==> config.mk <==
export PLATFORM = sky130hd
export DESIGN_NAME = tmr_route
export DESIGN_NICKNAME = d
export VERILOG_FILES = /design/src/rtl/tmr_route_pkg.sv /design/src/rtl/tmr_trg_mux.sv /design/src/rtl/tmr_dma_fsm.sv /design/src/rtl/tmr_smp_div.sv /design/src/rtl/tmr_route.sv
export SDC_FILE = /design/constraint.sdc
export NUM_CORES = 1
export LEC_CHECK = 0
export ABC_CLOCK_PERIOD_IN_PS = 1250
export BUFFER_PORTS_ARGS = -buffer_cell sky130_fd_sc_hd__buf_4
export CORE_UTILIZATION = 43
export CTS_BUF_LIST = sky130_fd_sc_hd__clkbuf_2 sky130_fd_sc_hd__clkbuf_4 sky130_fd_sc_hd__clkbuf_8
export CTS_CLUSTER_DIAMETER = 40
export DETAILED_ROUTE_END_ITERATION = 10
export HOLD_SLACK_MARGIN = 0.03
export PLACE_DENSITY = 0.77
export REMOVE_ABC_BUFFERS = 1
export SYNTH_ARGS = -nofsm -noshare
export SYNTH_HDL_FRONTEND = slang
export SYNTH_SLANG_ARGS = --single-unit
export TNS_END_PERCENT = 30
==> constraint.sdc <==
create_clock -name clk -period 1.25 [get_ports clk]
set_clock_uncertainty 0.1 [all_clocks]
set_input_delay 0.125 -clock clk [delete_from_list [all_inputs] [get_ports clk]]
set_output_delay 0.125 -clock clk [all_outputs]
set_load 0.03 [all_outputs]
==> src/rtl/tmr_route_pkg.sv <==
package tmr_route_pkg;

    typedef enum logic [2:0] {
        TRG_RST = 3'd0,
        TRG_EN  = 3'd1,
        TRG_UPD = 3'd2,
        TRG_CCP = 3'd3,
        TRG_OC1 = 3'd4,
        TRG_OC2 = 3'd5,
        TRG_OC3 = 3'd6,
        TRG_OC4 = 3'd7
    } trg_src_e;

    typedef enum logic [1:0] {
        SDIV_1   = 2'd0,
        SDIV_2   = 2'd1,
        SDIV_4   = 2'd2,
        SDIV_RSV = 2'd3
    } sdiv_e;

    typedef enum logic {
        DQ_IDLE = 1'b0,
        DQ_PEND = 1'b1
    } dreq_state_e;

    typedef struct packed {
        sdiv_e    sdiv;
        logic     ti1_xor;
        logic     dma_on_upd;
        trg_src_e trg_src;
    } route_cfg_t;

    localparam int CFG_W = $bits(route_cfg_t);
    localparam int NREF  = 4;

endpackage

==> src/rtl/tmr_trg_mux.sv <==
module tmr_trg_mux
    import tmr_route_pkg::*;
#(
    parameter int NCH = 4
) (
    input  logic                clk,
    input  logic                rst_n,
    input  trg_src_e            src,
    input  logic                cnt_rst,
    input  logic                cnt_en,
    input  logic                upd_evt,
    input  logic [NCH-1:0]      cc_evt,
    input  logic [NREF-1:0]     oc_ref,
    output logic                trg_out
);

    logic trg_nxt;

    always_comb begin
        unique case (src)
            TRG_RST: trg_nxt = cnt_rst;
            TRG_EN:  trg_nxt = cnt_en;
            TRG_UPD: trg_nxt = upd_evt;
            TRG_CCP: trg_nxt = |cc_evt;
            TRG_OC1: trg_nxt = oc_ref[0];
            TRG_OC2: trg_nxt = oc_ref[1];
            TRG_OC3: trg_nxt = oc_ref[2];
            TRG_OC4: trg_nxt = oc_ref[3];
        endcase
    end

    always_ff @(posedge clk) begin
        if (!rst_n) trg_out <= 1'b0;
        else        trg_out <= trg_nxt;
    end

    // a capture/compare hit under the pulse source shows one cycle later
    a_r4_ccp_pulse: assert property (@(posedge clk) disable iff (!rst_n)
        (src == TRG_CCP && |cc_evt) |=> trg_out);

    // compare reference 1 appears on the trigger one cycle later
    a_r5_oc1_follow: assert property (@(posedge clk) disable iff (!rst_n)
        (src == TRG_OC1) |=> (trg_out == $past(oc_ref[0])));

endmodule

==> src/rtl/tmr_dma_fsm.sv <==
module tmr_dma_fsm
    import tmr_route_pkg::*;
(
    input  logic clk,
    input  logic rst_n,
    input  logic fire,
    input  logic ack,
    output logic req
);

    dreq_state_e state_q, state_d;

    always_comb begin
        state_d = state_q;
        unique case (state_q)
            DQ_IDLE: if (fire) state_d = DQ_PEND;
            DQ_PEND: if (ack)  state_d = DQ_IDLE;
        endcase
    end

    always_ff @(posedge clk) begin
        if (!rst_n) state_q <= DQ_IDLE;
        else        state_q <= state_d;
    end

    always_comb begin
        unique case (state_q)
            DQ_IDLE: req = 1'b0;
            DQ_PEND: req = 1'b1;
        endcase
    end

    // an event seen while idle raises the request next cycle
    a_r6_raise: assert property (@(posedge clk) disable iff (!rst_n)
        (!req && fire) |=> req);

    // a pending request without acknowledge is held
    a_r8_hold: assert property (@(posedge clk) disable iff (!rst_n)
        (req && !ack) |=> req);

    // an acknowledge drops a pending request
    a_r8_drop: assert property (@(posedge clk) disable iff (!rst_n)
        (req && ack) |=> !req);

endmodule

==> src/rtl/tmr_smp_div.sv <==
module tmr_smp_div
    import tmr_route_pkg::*;
#(
    parameter int MAX_DIV = 4
) (
    input  logic  clk,
    input  logic  rst_n,
    input  sdiv_e sdiv,
    output logic  smp_en
);

    localparam int CNT_W = $clog2(MAX_DIV);

    logic [CNT_W-1:0] cnt_q;
    logic [CNT_W-1:0] lim;
    sdiv_e            last_q;

    always_comb begin
        unique case (sdiv)
            SDIV_2:  lim = CNT_W'(1);
            SDIV_4:  lim = CNT_W'(3);
            default: lim = '0;
        endcase
    end

    assign smp_en = (cnt_q == lim);

    always_ff @(posedge clk) begin
        if (!rst_n) begin
            cnt_q  <= '0;
            last_q <= SDIV_1;
        end else if (sdiv != last_q) begin
            cnt_q  <= '0;
            last_q <= sdiv;
        end else if (smp_en) begin
            cnt_q  <= '0;
        end else begin
            cnt_q  <= cnt_q + 1'b1;
        end
    end

    // with a steady divide-by-4 setting, a strobe is never followed by another
    a_r10_div4_gap: assert property (@(posedge clk) disable iff (!rst_n)
        (smp_en && sdiv == SDIV_4 && last_q == SDIV_4) |=> (!smp_en || sdiv != SDIV_4));

    // a code change restarts the count from zero
    a_r11_restart: assert property (@(posedge clk) disable iff (!rst_n)
        (sdiv != last_q) |=> (cnt_q == '0));

endmodule

==> src/rtl/tmr_route.sv <==
module tmr_route
    import tmr_route_pkg::*;
#(
    parameter int NCH = 4
) (
    input  logic              clk,
    input  logic              rst_n,
    input  logic              cfg_we,
    input  logic [6:0]        cfg_wdata,
    input  logic              cnt_rst,
    input  logic              cnt_en,
    input  logic              upd_evt,
    input  logic [NCH-1:0]    cc_evt,
    input  logic [3:0]        oc_ref,
    input  logic [2:0]        ch_pin,
    input  logic [NCH-1:0]    dma_ack,
    output logic              trg_out,
    output logic              ti1,
    output logic [NCH-1:0]    dma_req,
    output logic              smp_en
);

    route_cfg_t cfg_q;

    always_ff @(posedge clk) begin
        if (!rst_n)      cfg_q <= '0;
        else if (cfg_we) cfg_q <= route_cfg_t'(cfg_wdata[CFG_W-1:0]);
    end

    assign ti1 = cfg_q.ti1_xor ? ^ch_pin : ch_pin[0];

    tmr_trg_mux #(.NCH(NCH)) u_trg (
        .clk     (clk),
        .rst_n   (rst_n),
        .src     (cfg_q.trg_src),
        .cnt_rst (cnt_rst),
        .cnt_en  (cnt_en),
        .upd_evt (upd_evt),
        .cc_evt  (cc_evt),
        .oc_ref  (oc_ref),
        .trg_out (trg_out)
    );

    for (genvar g = 0; g < NCH; g++) begin : g_dma
        logic fire;
        assign fire = cfg_q.dma_on_upd ? upd_evt : cc_evt[g];

        tmr_dma_fsm u_fsm (
            .clk   (clk),
            .rst_n (rst_n),
            .fire  (fire),
            .ack   (dma_ack[g]),
            .req   (dma_req[g])
        );
    end

    tmr_smp_div #(.MAX_DIV(4)) u_div (
        .clk    (clk),
        .rst_n  (rst_n),
        .sdiv   (cfg_q.sdiv),
        .smp_en (smp_en)
    );

    // in update mode a channel event alone never raises a fresh request
    a_r7_no_cc_in_upd: assert property (@(posedge clk) disable iff (!rst_n)
        (cfg_q.dma_on_upd && !upd_evt && !cfg_we && dma_req == '0) |=> (dma_req == '0));

    // reset clears every request and the trigger
    a_r2_reset_quiet: assert property (@(posedge clk)
        !rst_n |=> (dma_req == '0 && !trg_out));

endmodule

* Word level (Yosys, flattened, before mapping)
Cells that the tools add are included.
** Word-level totals
- Flip-flop bits (word level) :: 16
- Word-level logic and storage cells :: 55
** Operators by class
- $add $sub $neg :: 1
- Equality and inequality tests :: 11
- Mux-type cells :: 23
- Bitwise logic cells :: 5
- Reduce and logical (&&, ||, !) cells :: 4
** Operators with widths (count)
- $pmux 1 s2 :: 8
- $mux 1 :: 13
- $eq 3x3->1 const B :: 4
- $pmux 1 s8 :: 1
- $eq 3x2->1 const B :: 2
- $not 1->1 :: 5
- $pmux 2 s2 :: 1
- $reduce_or 4->1 :: 1
- $eq 3x1->1 const B :: 1
- $logic_not 3->1 :: 1
- $reduce_or 3->1 :: 1
- $reduce_xor 3->1 :: 1
- $add 2x1->2 const B :: 1
- $eq 2x1->1 const B :: 1
- $eq 2x2->1 :: 1
- $eq 2x2->1 const B :: 1
- $ne 2x2->1 :: 1

* Depth between registers and ports, before layout
Gate-level depths: netlist of the first run.
- Depth after elaboration :: 4
- Depth in mapped cells :: 5
- Depth with buffers taken out :: 5

* By module
From an unflattened synthesis of the first run, not the netlist that was laid out.
** Second synthesis, totals
- Cell total of the unflattened synthesis :: 73
- Area, all modules :: 792.0 um^2
** By module, submodules not included
- tmr_route :: times used 1, cells each 34, area an instance 325.3 um^2
- tmr_dma_fsm :: times used 4, cells each 4, area an instance 51.3 um^2
- tmr_smp_div :: times used 1, cells each 17, area an instance 172.7 um^2
- tmr_trg_mux :: times used 1, cells each 6, area an instance 88.8 um^2

* Worst setup path before layout of the first run
No wires, ideal clock.
- Path kind :: register -> output
- Start point :: register cfg_q[5] (netlist name)
- End point :: output smp_en
- Data arrival time :: 1.232 ns
- Required time :: 1.025 ns
- Path slack :: -0.207 ns
- Stages on the path, launching flop included :: 5
- Path through :: dfxtp_1 > inv_1 > ha_1 > xnor2_1 > nor2_1
** On the way
- Cells in the longest elaborated chain, start to end :: 3
** RTL lines
- start, declared :: line tmr_route.sv:23 : route_cfg_t cfg_q;
- start signal, assigned :: line tmr_route.sv:27 : else if (cfg_we) cfg_q <= route_cfg_t'(cfg_wdata[CFG_W-1:0]);
- $eq 2x2->1 / $eq 2x1->1 (equally long branches) :: line tmr_smp_div.sv:19 : unique case (sdiv)
- $pmux 2 s2 * :: line tmr_smp_div.sv:19
- $eq 2x2->1 * :: line tmr_smp_div.sv:26 : assign smp_en = (cnt_q == lim);
- end, declared :: line tmr_route.sv:20 : output logic smp_en
Mark *: on every way between the ends. The rest lies on a longest branch, timed or not.

* Final worst setup path of the first run
Same ends and word-level chain as after synthesis.

==> results of run 1 <==
## Yosys cell counts
| library cell | instances | share of area |
|---|---|---|
| sky130_fd_sc_hd__inv_1 | 3 | 0.015 |
| sky130_fd_sc_hd__nand2_1 | 5 | 0.024 |
| sky130_fd_sc_hd__mux2i_1 | 7 | 0.091 |
| sky130_fd_sc_hd__or4_1 | 1 | 0.0098 |
| sky130_fd_sc_hd__xnor2_1 | 5 | 0.057 |
| sky130_fd_sc_hd__o2111ai_1 | 1 | 0.011 |
| sky130_fd_sc_hd__ha_1 | 1 | 0.016 |
| sky130_fd_sc_hd__o211a_1 | 4 | 0.052 |
| sky130_fd_sc_hd__mux2_2 | 4 | 0.059 |
| sky130_fd_sc_hd__mux4_1 | 1 | 0.034 |
| sky130_fd_sc_hd__xor2_1 | 2 | 0.023 |
| sky130_fd_sc_hd__nand3_1 | 1 | 0.0065 |
| sky130_fd_sc_hd__buf_2 | 1 | 0.0065 |
| sky130_fd_sc_hd__and2_1 | 2 | 0.016 |
| sky130_fd_sc_hd__nor2b_1 | 7 | 0.057 |
| sky130_fd_sc_hd__o41ai_1 | 1 | 0.011 |
| sky130_fd_sc_hd__clkbuf_1 | 1 | 0.0049 |
| sky130_fd_sc_hd__buf_4 | 4 | 0.039 |
| sky130_fd_sc_hd__dfxtp_1 | 16 | 0.42 |
| sky130_fd_sc_hd__nand2b_1 | 1 | 0.0081 |
| sky130_fd_sc_hd__a22o_1 | 1 | 0.011 |
| sky130_fd_sc_hd__a311oi_1 | 1 | 0.011 |
| sky130_fd_sc_hd__nor2_1 | 4 | 0.020 |
## power by group through the flow
stage          registers (mW)  logic, mW  clock network [mW]
6_report                0.580      0.337               0.329
5_1_grt                 0.585      0.362               0.371
4_1_cts                 0.578      0.336               0.343
3_5_place_dp            0.586      0.300                   0
3_3_place_gp            0.584      0.294                   0
2_1_floorplan           0.615      0.126                   0
## sequential cells by signal (all words and copies together) (netlist names)
signal and count:
cfg_q 7, g_dma.u_fsm.state_q 4, u_div.cnt_q 2, u_div.last_q 2
u_trg.trg_out 1
## logic make-up (layout without fill, tap and decap cells)
logic type      after synthesis  count (layout)  share of synthesized area
simple gates                 21              21                      0.141
flops                        16              16                      0.416
mux                          12              12                      0.184
buf+inv                       9              55                     0.0650
compound gates                8               8                     0.0976
xor+xnor                      7               7                     0.0797
fa+ha+maj                     1               1                     0.0163
## repair_timing
| item | in CTS | in global routing |
|---|---|---|
| pin swaps | 3 | 2 |
| hold buffers | 10 | 1 |
| hold endpoints to repair | 10 | 1 |
| gates cloned | 0 | 0 |
| gates resized for setup | 6 | 1 |
| endpoints found under the setup margin | 4 | 5 |
## how the worst max path moves through the flow
stage | to | slack [ns] | cells after the start
6_report | smp_en | -0.22 | 5
5_1_grt | smp_en | -0.32 | 5
4_1_cts | smp_en | -0.26 | 5
3_5_place_dp | u_div.cnt_q[1]$_SDFF_PP0_ | -0.06 | 5
3_3_place_gp | u_div.cnt_q[1]$_SDFF_PP0_ | -0.02 | 5
2_1_floorplan | smp_en | -0.21 | 4
## cell type report
cell class | instances | area, um^2
clock buffer | 4 | 36.3
sequential | 16 | 325
inverter | 3 | 11.3
tap | 24 | 30.0
fill | 107 | 384
multi-input combinational | 49 | 419
timing repair buffer | 48 | 388
## metal layers
layer | global-route usage | wire length (um) | vias to the layer above
li1 | - | - | 348
met1 | 0.195 | 651 | 297
met2 | 0.365 | 895 | 26
met3 | 0.0490 | 88 | 2
met4 | 0.0788 | 9 | 0
met5 | 0 | 0 | -
## stage by stage
stage	hold slack [ns]	setup TNS [ns]	util	setup slack (ns)
2_1_floorplan	0.151	-0.340	-	-0.207
3_3_place_gp	0.282	-0.0259	0.651	-0.0176
3_5_place_dp	0.290	-0.165	0.651	-0.0582
4_1_cts	0.0408	-0.269	0.752	-0.263
5_1_grt	0.0523	-0.431	0.759	-0.318
6_report	0.0555	-0.219	0.759	-0.219
## critical path, stage by stage (launching register included)
cell,delay [ns]
sky130_fd_sc_hd__dfxtp_2,0.34
sky130_fd_sc_hd__inv_2,0.04
sky130_fd_sc_hd__ha_4,0.21
sky130_fd_sc_hd__xnor2_2,0.13
sky130_fd_sc_hd__nor2_1,0.09
sky130_fd_sc_hd__buf_4,0.16
==> flow_summary.json, run 1 <==
{
  "hold_path_startpoint": "rst_n",
  "power_per_cell_area_nw_per_um2": 1030,
  "clock_path_buffers": 2,
  "critical_path.endpoint_type": "output port",
  "worst_ep_arrival_time_ns": 1.24,
  "global_route_wire_length_before_repair_um": 2740,
  "final_design_area_no_fill_um2": 1210,
  "reg2reg_setup_slack_ns": 0,
  "yosysSeqAreaShare": 0.416,
  "cts-buffers-inserted": 3,
  "cts_setup_buffers": 0,
  "power_frac_comb": 0.271,
  "cp_max_fo": 2,
  "vias_in_the_first_global_route": 690,
  "cts_sinks": 16,
  "final_layout_size_suffix_gt1_frac": 0.433,
  "hold_crit_path_type": "in -> reg",
  "period_needed_ns": 1.47,
  "syn2layout_area_growth_pct": 57.2,
  "p_int_mw": 0.920,
  "drt_pass1_iterations": 2,
  "critical_path.reg2reg.endpoint": "u_trg.trg_out$_SDFF_PN0_",
  "vias_per_cell": 4.67,
  "layout_common_cells": "sky130_fd_sc_hd__buf_4, sky130_fd_sc_hd__dfxtp_1, sky130_fd_sc_hd__dlygate4sd3_1, sky130_fd_sc_hd__mux2i_1, sky130_fd_sc_hd__nor2b_1",
  "wl_per_cell_um": 11.4,
  "num_vias": 673,
  "pin_count": 35,
  "port_buffers": 34,
  "final_net_count": 150,
  "min_delay_path_depth": 2,
  "worst-setup-path-type": "reg -> out",
  "antenna-diode-count": 0,
  "ys.warnings.count": 0,
  "hpwl_um": 1130,
  "critical_path.startpoint": "cfg_q[5]$_SDFFE_PN0P_",
  "fp.dieW_um": 44.3,
  "drcViolationCount": 0,
  "antenna_found_initial": 0,
  "detail_route.wirelength_um": 1650,
  "startpoint_type": "flip-flop",
  "cts_htree_levels": 1,
  "irDropWorstVdd_uv": 890,
  "worst_slew_pin_slew_ns": 0.261,
  "post-layout-total-power_mw": 1.25,
  "design.core.area_um2": 1590,
  "maximum_number_of_pins_on_one_net_before_global_route_repair": 16,
  "tritoncts": "done",
  "sequentialPowerShare": 0.465,
  "layout_worst_path_cycle_share": 1.18,
  "synth.ff_latch_count": 16,
  "timing.fmax_mhz": 681,
  "drt_iter0_markers": 2,
  "grt_setup_unrepaired": "yes",
  "grt_util_all_layers": 0.191,
  "placement.cell_area_um2": 1040,
  "timing.final.setup_violations": 1,
  "violations": "setup timing",
  "r2r-start": "cfg_q[0]$_SDFFE_PN0P_",
  "final_cells": 144,
  "syn-cell-area_um2": 769,
  "p_switching_mw": 0.326,
  "report.final.slew_viol_count": 0,
  "gpl.final_weighted_congestion": 0.745,
  "core.rowCount": 14,
  "worst_skew_pair.late_latency_ns": 0.27,
  "syn_avg_cell_area_um2": 10.4,
  "worstPathRequired_ns": 1.02,
  "chip_height_um": 44.3,
  "final_antenna_net_count": 0,
  "layout.cells.most_common": "sky130_fd_sc_hd__buf_4",
  "synthesis.instances": 74,
  "gr-total-overflow": 0,
  "clk_network_pwr_share": 0.264,
  "clockRootBuffer": "sky130_fd_sc_hd__clkbuf_4",
  "hold_violations": 0,
  "outcome": "finished, violations left",
  "worst-r2r-cell-count": 3,
  "synth.distinct_cells": 23,
  "dp.cells": 129,
  "swShare": 0.262,
  "clkSlewWorstSetupHoldPaths_ns": 0.09,
  "start_util": 0.483,
  "floorplan.die_area_um2": 1960,
  "max-slew-margin-rel": 0.824,
  "post-route-worst-setup-slack_ns": -0.219,
  "worst_hold_path.endpoint": "g_dma[1].u_fsm.state_q$_SDFF_PN0_",
  "static_power_due_to_leakage_nw": 0.575,
  "max_cap_viol_count": 0
}
No activity file was read; power rests on OpenSTA's default activity.
==> run 2, diff against run 1 <==
Settings changed: ABC_AREA set to 1, CORE_UTILIZATION 43 to 42, PLACE_DENSITY 0.77 to 0.76.
==> run 2 against run 1 <==
The flow still finishes with violations (setup timing). Core utilization is 0.69 points lower. Die area is 2.0% higher. Area after synthesis is 0.33% lower. Fmax is 6.6% lower. Register-to-register slack worse by 0.17 ns. Via count is 28% higher. Synthesized cell count is 38% higher. Flip-flop and latch count stayed put. Critical path depth is 1 higher. Sequential share of layout area is 2.0 points lower.
==> flow_summary.json, run 2 <==
{
  "report.final.slew_viol_count": 0,
  "sequentialPowerShare": 0.438,
  "async_flop_share": 0,
  "violations": "setup timing",
  "core.rowCount": 15,
  "power_frac_comb": 0.311,
  "gr-total-overflow": 0,
  "period_needed_ns": 1.57,
  "static_power_due_to_leakage_nw": 0.630,
  "syn2layout_area_growth_pct": 69.3,
  "hold_crit_path_type": "in -> reg",
  "swShare": 0.284,
  "final_antenna_net_count": 0,
  "regMostFlops": "cfg_q",
  "dp.cells": 158,
  "synth.ff_latch_count": 16,
  "design.core.area_um2": 1730,
  "p_switching_mw": 0.379,
  "start_util": 0.444,
  "yosysSeqAreaShare": 0.418,
  "clk_network_pwr_share": 0.252,
  "clockRootBuffer": "sky130_fd_sc_hd__clkbuf_4",
  "pin_count": 35,
  "critical_path.endpoint_type": "output port",
  "maximum_number_of_pins_on_one_net_before_global_route_repair": 13,
  "worstPathRequired_ns": 1.02,
  "timing.final.setup_violations": 4,
  "grt_util_all_layers": 0.213,
  "hold_violations": 0,
  "final_cells": 184,
  "antenna_found_initial": 0,
  "drcViolationCount": 0,
  "final_core_util": 0.752,
  "list_of_most_frequent_post_synthesis_cells": "sky130_fd_sc_hd__dfxtp_1, sky130_fd_sc_hd__nand2_1, sky130_fd_sc_hd__nor2_1, sky130_fd_sc_hd__inv_1, sky130_fd_sc_hd__o21ai_1",
  "clkSlewWorstSetupHoldPaths_ns": 0.09,
  "max-slew-margin-rel": 0.843,
  "hpwl_um": 1350,
  "port_buffers": 34,
  "worst_skew_pair.late_latency_ns": 0.28,
  "worst-setup-path-type": "reg -> out",
  "tritoncts": "done",
  "floorplan.die_area_um2": 2000,
  "chip_height_um": 44.7,
  "detail_route.wirelength_um": 2000,
  "synth.distinct_cells": 21,
  "gpl.final_weighted_congestion": 0.707,
  "count_of_fill_cells_added_during_filler_insertion": 139,
  "synthesis.instances": 102,
  "vias_per_cell": 4.70,
  "p_int_mw": 0.952,
  "syn-cell-area_um2": 767,
  "timing.setup.tns_ns": -0.837,
  "num_vias": 864,
  "post-route-worst-setup-slack_ns": -0.322,
  "grt_setup_unrepaired": "yes",
  "global_route_wire_length_before_repair_um": 3060,
  "worst_ep_arrival_time_ns": 1.35,
  "layout.cells.most_common": "sky130_fd_sc_hd__buf_4",
  "largest_register_ffs": 7,
  "synth_top_area_frac": 0.418,
  "syn_avg_cell_area_um2": 7.52,
  "drt_iter0_markers": 2,
  "drt_pass1_iterations": 4,
  "fp.dieW_um": 44.7,
  "irDropWorstVdd_uv": 578,
  "timing.fmax_mhz": 636,
  "cts_sinks": 16,
  "dominantRegCellSynth": "sky130_fd_sc_hd__dfxtp_1",
  "detailedPlace.worstSlack_ns": -0.152,
  "antenna-diode-count": 0,
  "synth_edf_count": 0,
  "wl_per_cell_um": 10.9,
  "outcome": "finished, violations left",
  "final_net_count": 189,
  "power_per_cell_area_nw_per_um2": 1020,
  "synth_top_cells_by_area": "sky130_fd_sc_hd__dfxtp_1, sky130_fd_sc_hd__nand2_1, sky130_fd_sc_hd__nor2_1",
  "startpoint_type": "flip-flop",
  "layout_common_cells": "sky130_fd_sc_hd__buf_4, sky130_fd_sc_hd__dlygate4sd3_1, sky130_fd_sc_hd__nand2_1, sky130_fd_sc_hd__nor2_1, sky130_fd_sc_hd__dfxtp_1",
  "cts_htree_levels": 1,
  "worst_slew_pin_slew_ns": 0.236,
  "cp_max_fo": 2,
  "layout_worst_path_cycle_share": 1.26,
  "ys.warnings.count": 0,
  "cts-buffers-inserted": 3,
  "final_layout_size_suffix_gt1_frac": 0.371,
  "yosysTopAreaCell": "sky130_fd_sc_hd__dfxtp_1",
  "clock_path_buffers": 2,
  "vias_in_the_first_global_route": 824,
  "finalHoldWorstSlack_ns": 0.0331,
  "top_regs": "cfg_q: 7 flops, g_dma.u_fsm.state_q: 4 flops",
  "max_cap_viol_count": 0
}
==> run 2: changes by cell type after synthesis, moves of 5 or more <==
| cell | change |
|---|---|
| sky130_fd_sc_hd__inv_2 | +5 |
| sky130_fd_sc_hd__a21oi_1 | +5 |
| sky130_fd_sc_hd__mux2i_1 | -7 |
| sky130_fd_sc_hd__nor2b_1 | -7 |
| sky130_fd_sc_hd__o21ai_1 | +6 |
| sky130_fd_sc_hd__nand2_1 | +11 |
| sky130_fd_sc_hd__nor2_1 | +11 |
| sky130_fd_sc_hd__inv_1 | +6 |
==> run 2: kinds of logic (layout without fill, tap and decap cells) <==
group,count (synthesis),count (layout),share of synthesized area
adder cells (fa/ha/maj),1,1,0.0163
AO/OA/AOI/OAI,19,19,0.152
AND/OR/NAND/NOR,41,41,0.237
XOR/XNOR,5,5,0.0571
flip-flops,16,16,0.418
buffers and inverters,20,77,0.121
==> run 2: cell type report <==
type                            instances  area, um^2  area share
Clock buffer                            4        36.3      0.0279
Inverter                               14        52.6      0.0405
Multi-Input combinational cell         66         367       0.282
Sequential cell                        16         323       0.249
Tap cell                               25        31.3      0.0241
Timing Repair Buffer                   59         489       0.377
==> run 2: repair_timing <==
item                                   CTS  global route
hold buffers                            17             0
pin swaps                                3             1
resized for setup                        6             0
endpoints found under the hold margin   14             0
buffers inserted                         2             3
setup endpoints to repair                4             4
==> run 2: power by group through the flow <==
stage / combinational [mW] / sequential (mW) / clock, mW
after detailed placement: 0.326 / 0.591 / 0
after global placement: 0.316 / 0.588 / 0
after global routing: 0.450 / 0.588 / 0.363
after CTS: 0.393 / 0.582 / 0.347
after floorplan: 0.145 / 0.621 / 0
final: 0.413 / 0.583 / 0.335
==> run 2: critical path, stage by stage, from the launching register on <==
cell                      delay, ns
sky130_fd_sc_hd__dfxtp_2       0.33
sky130_fd_sc_hd__inv_2         0.08
sky130_fd_sc_hd__ha_4          0.20
sky130_fd_sc_hd__or2_1         0.21
sky130_fd_sc_hd__nand3_2       0.09
sky130_fd_sc_hd__inv_2         0.04
sky130_fd_sc_hd__buf_6         0.12
==> run 2: final timing paths <==
path                             start  slack, ns  cells past startpoint                                 to
max              cfg_q[5]$_SDFFE_PN0P_      -0.32                      6                             smp_en
min                          cc_evt[3]       0.03                      3  g_dma[3].u_fsm.state_q$_SDFF_PN0_
max reg2reg      cfg_q[5]$_SDFFE_PN0P_      -0.17                      8          u_div.cnt_q[1]$_SDFF_PP0_
min reg2reg  u_div.cnt_q[0]$_SDFF_PP0_       0.39                      1          u_div.cnt_q[0]$_SDFF_PP0_
==> run 2: through the flow <==
step	instance area, um^2	power [mW]
2_1_floorplan	727	0.766
3_3_place_gp	1040	0.905
5_1_grt	1300	1.40
4_1_cts	1280	1.32
3_5_place_dp	1040	0.917
6_report	1300	1.33
==> run 2: layer usage <==
metal  routed length (um)  part of all wire  global-route usage
met4                   40             0.020               0.133
met3                   97             0.048              0.0320
met1                  816              0.41               0.208
met2                 1050              0.52               0.412
met5                    0                 0                   0
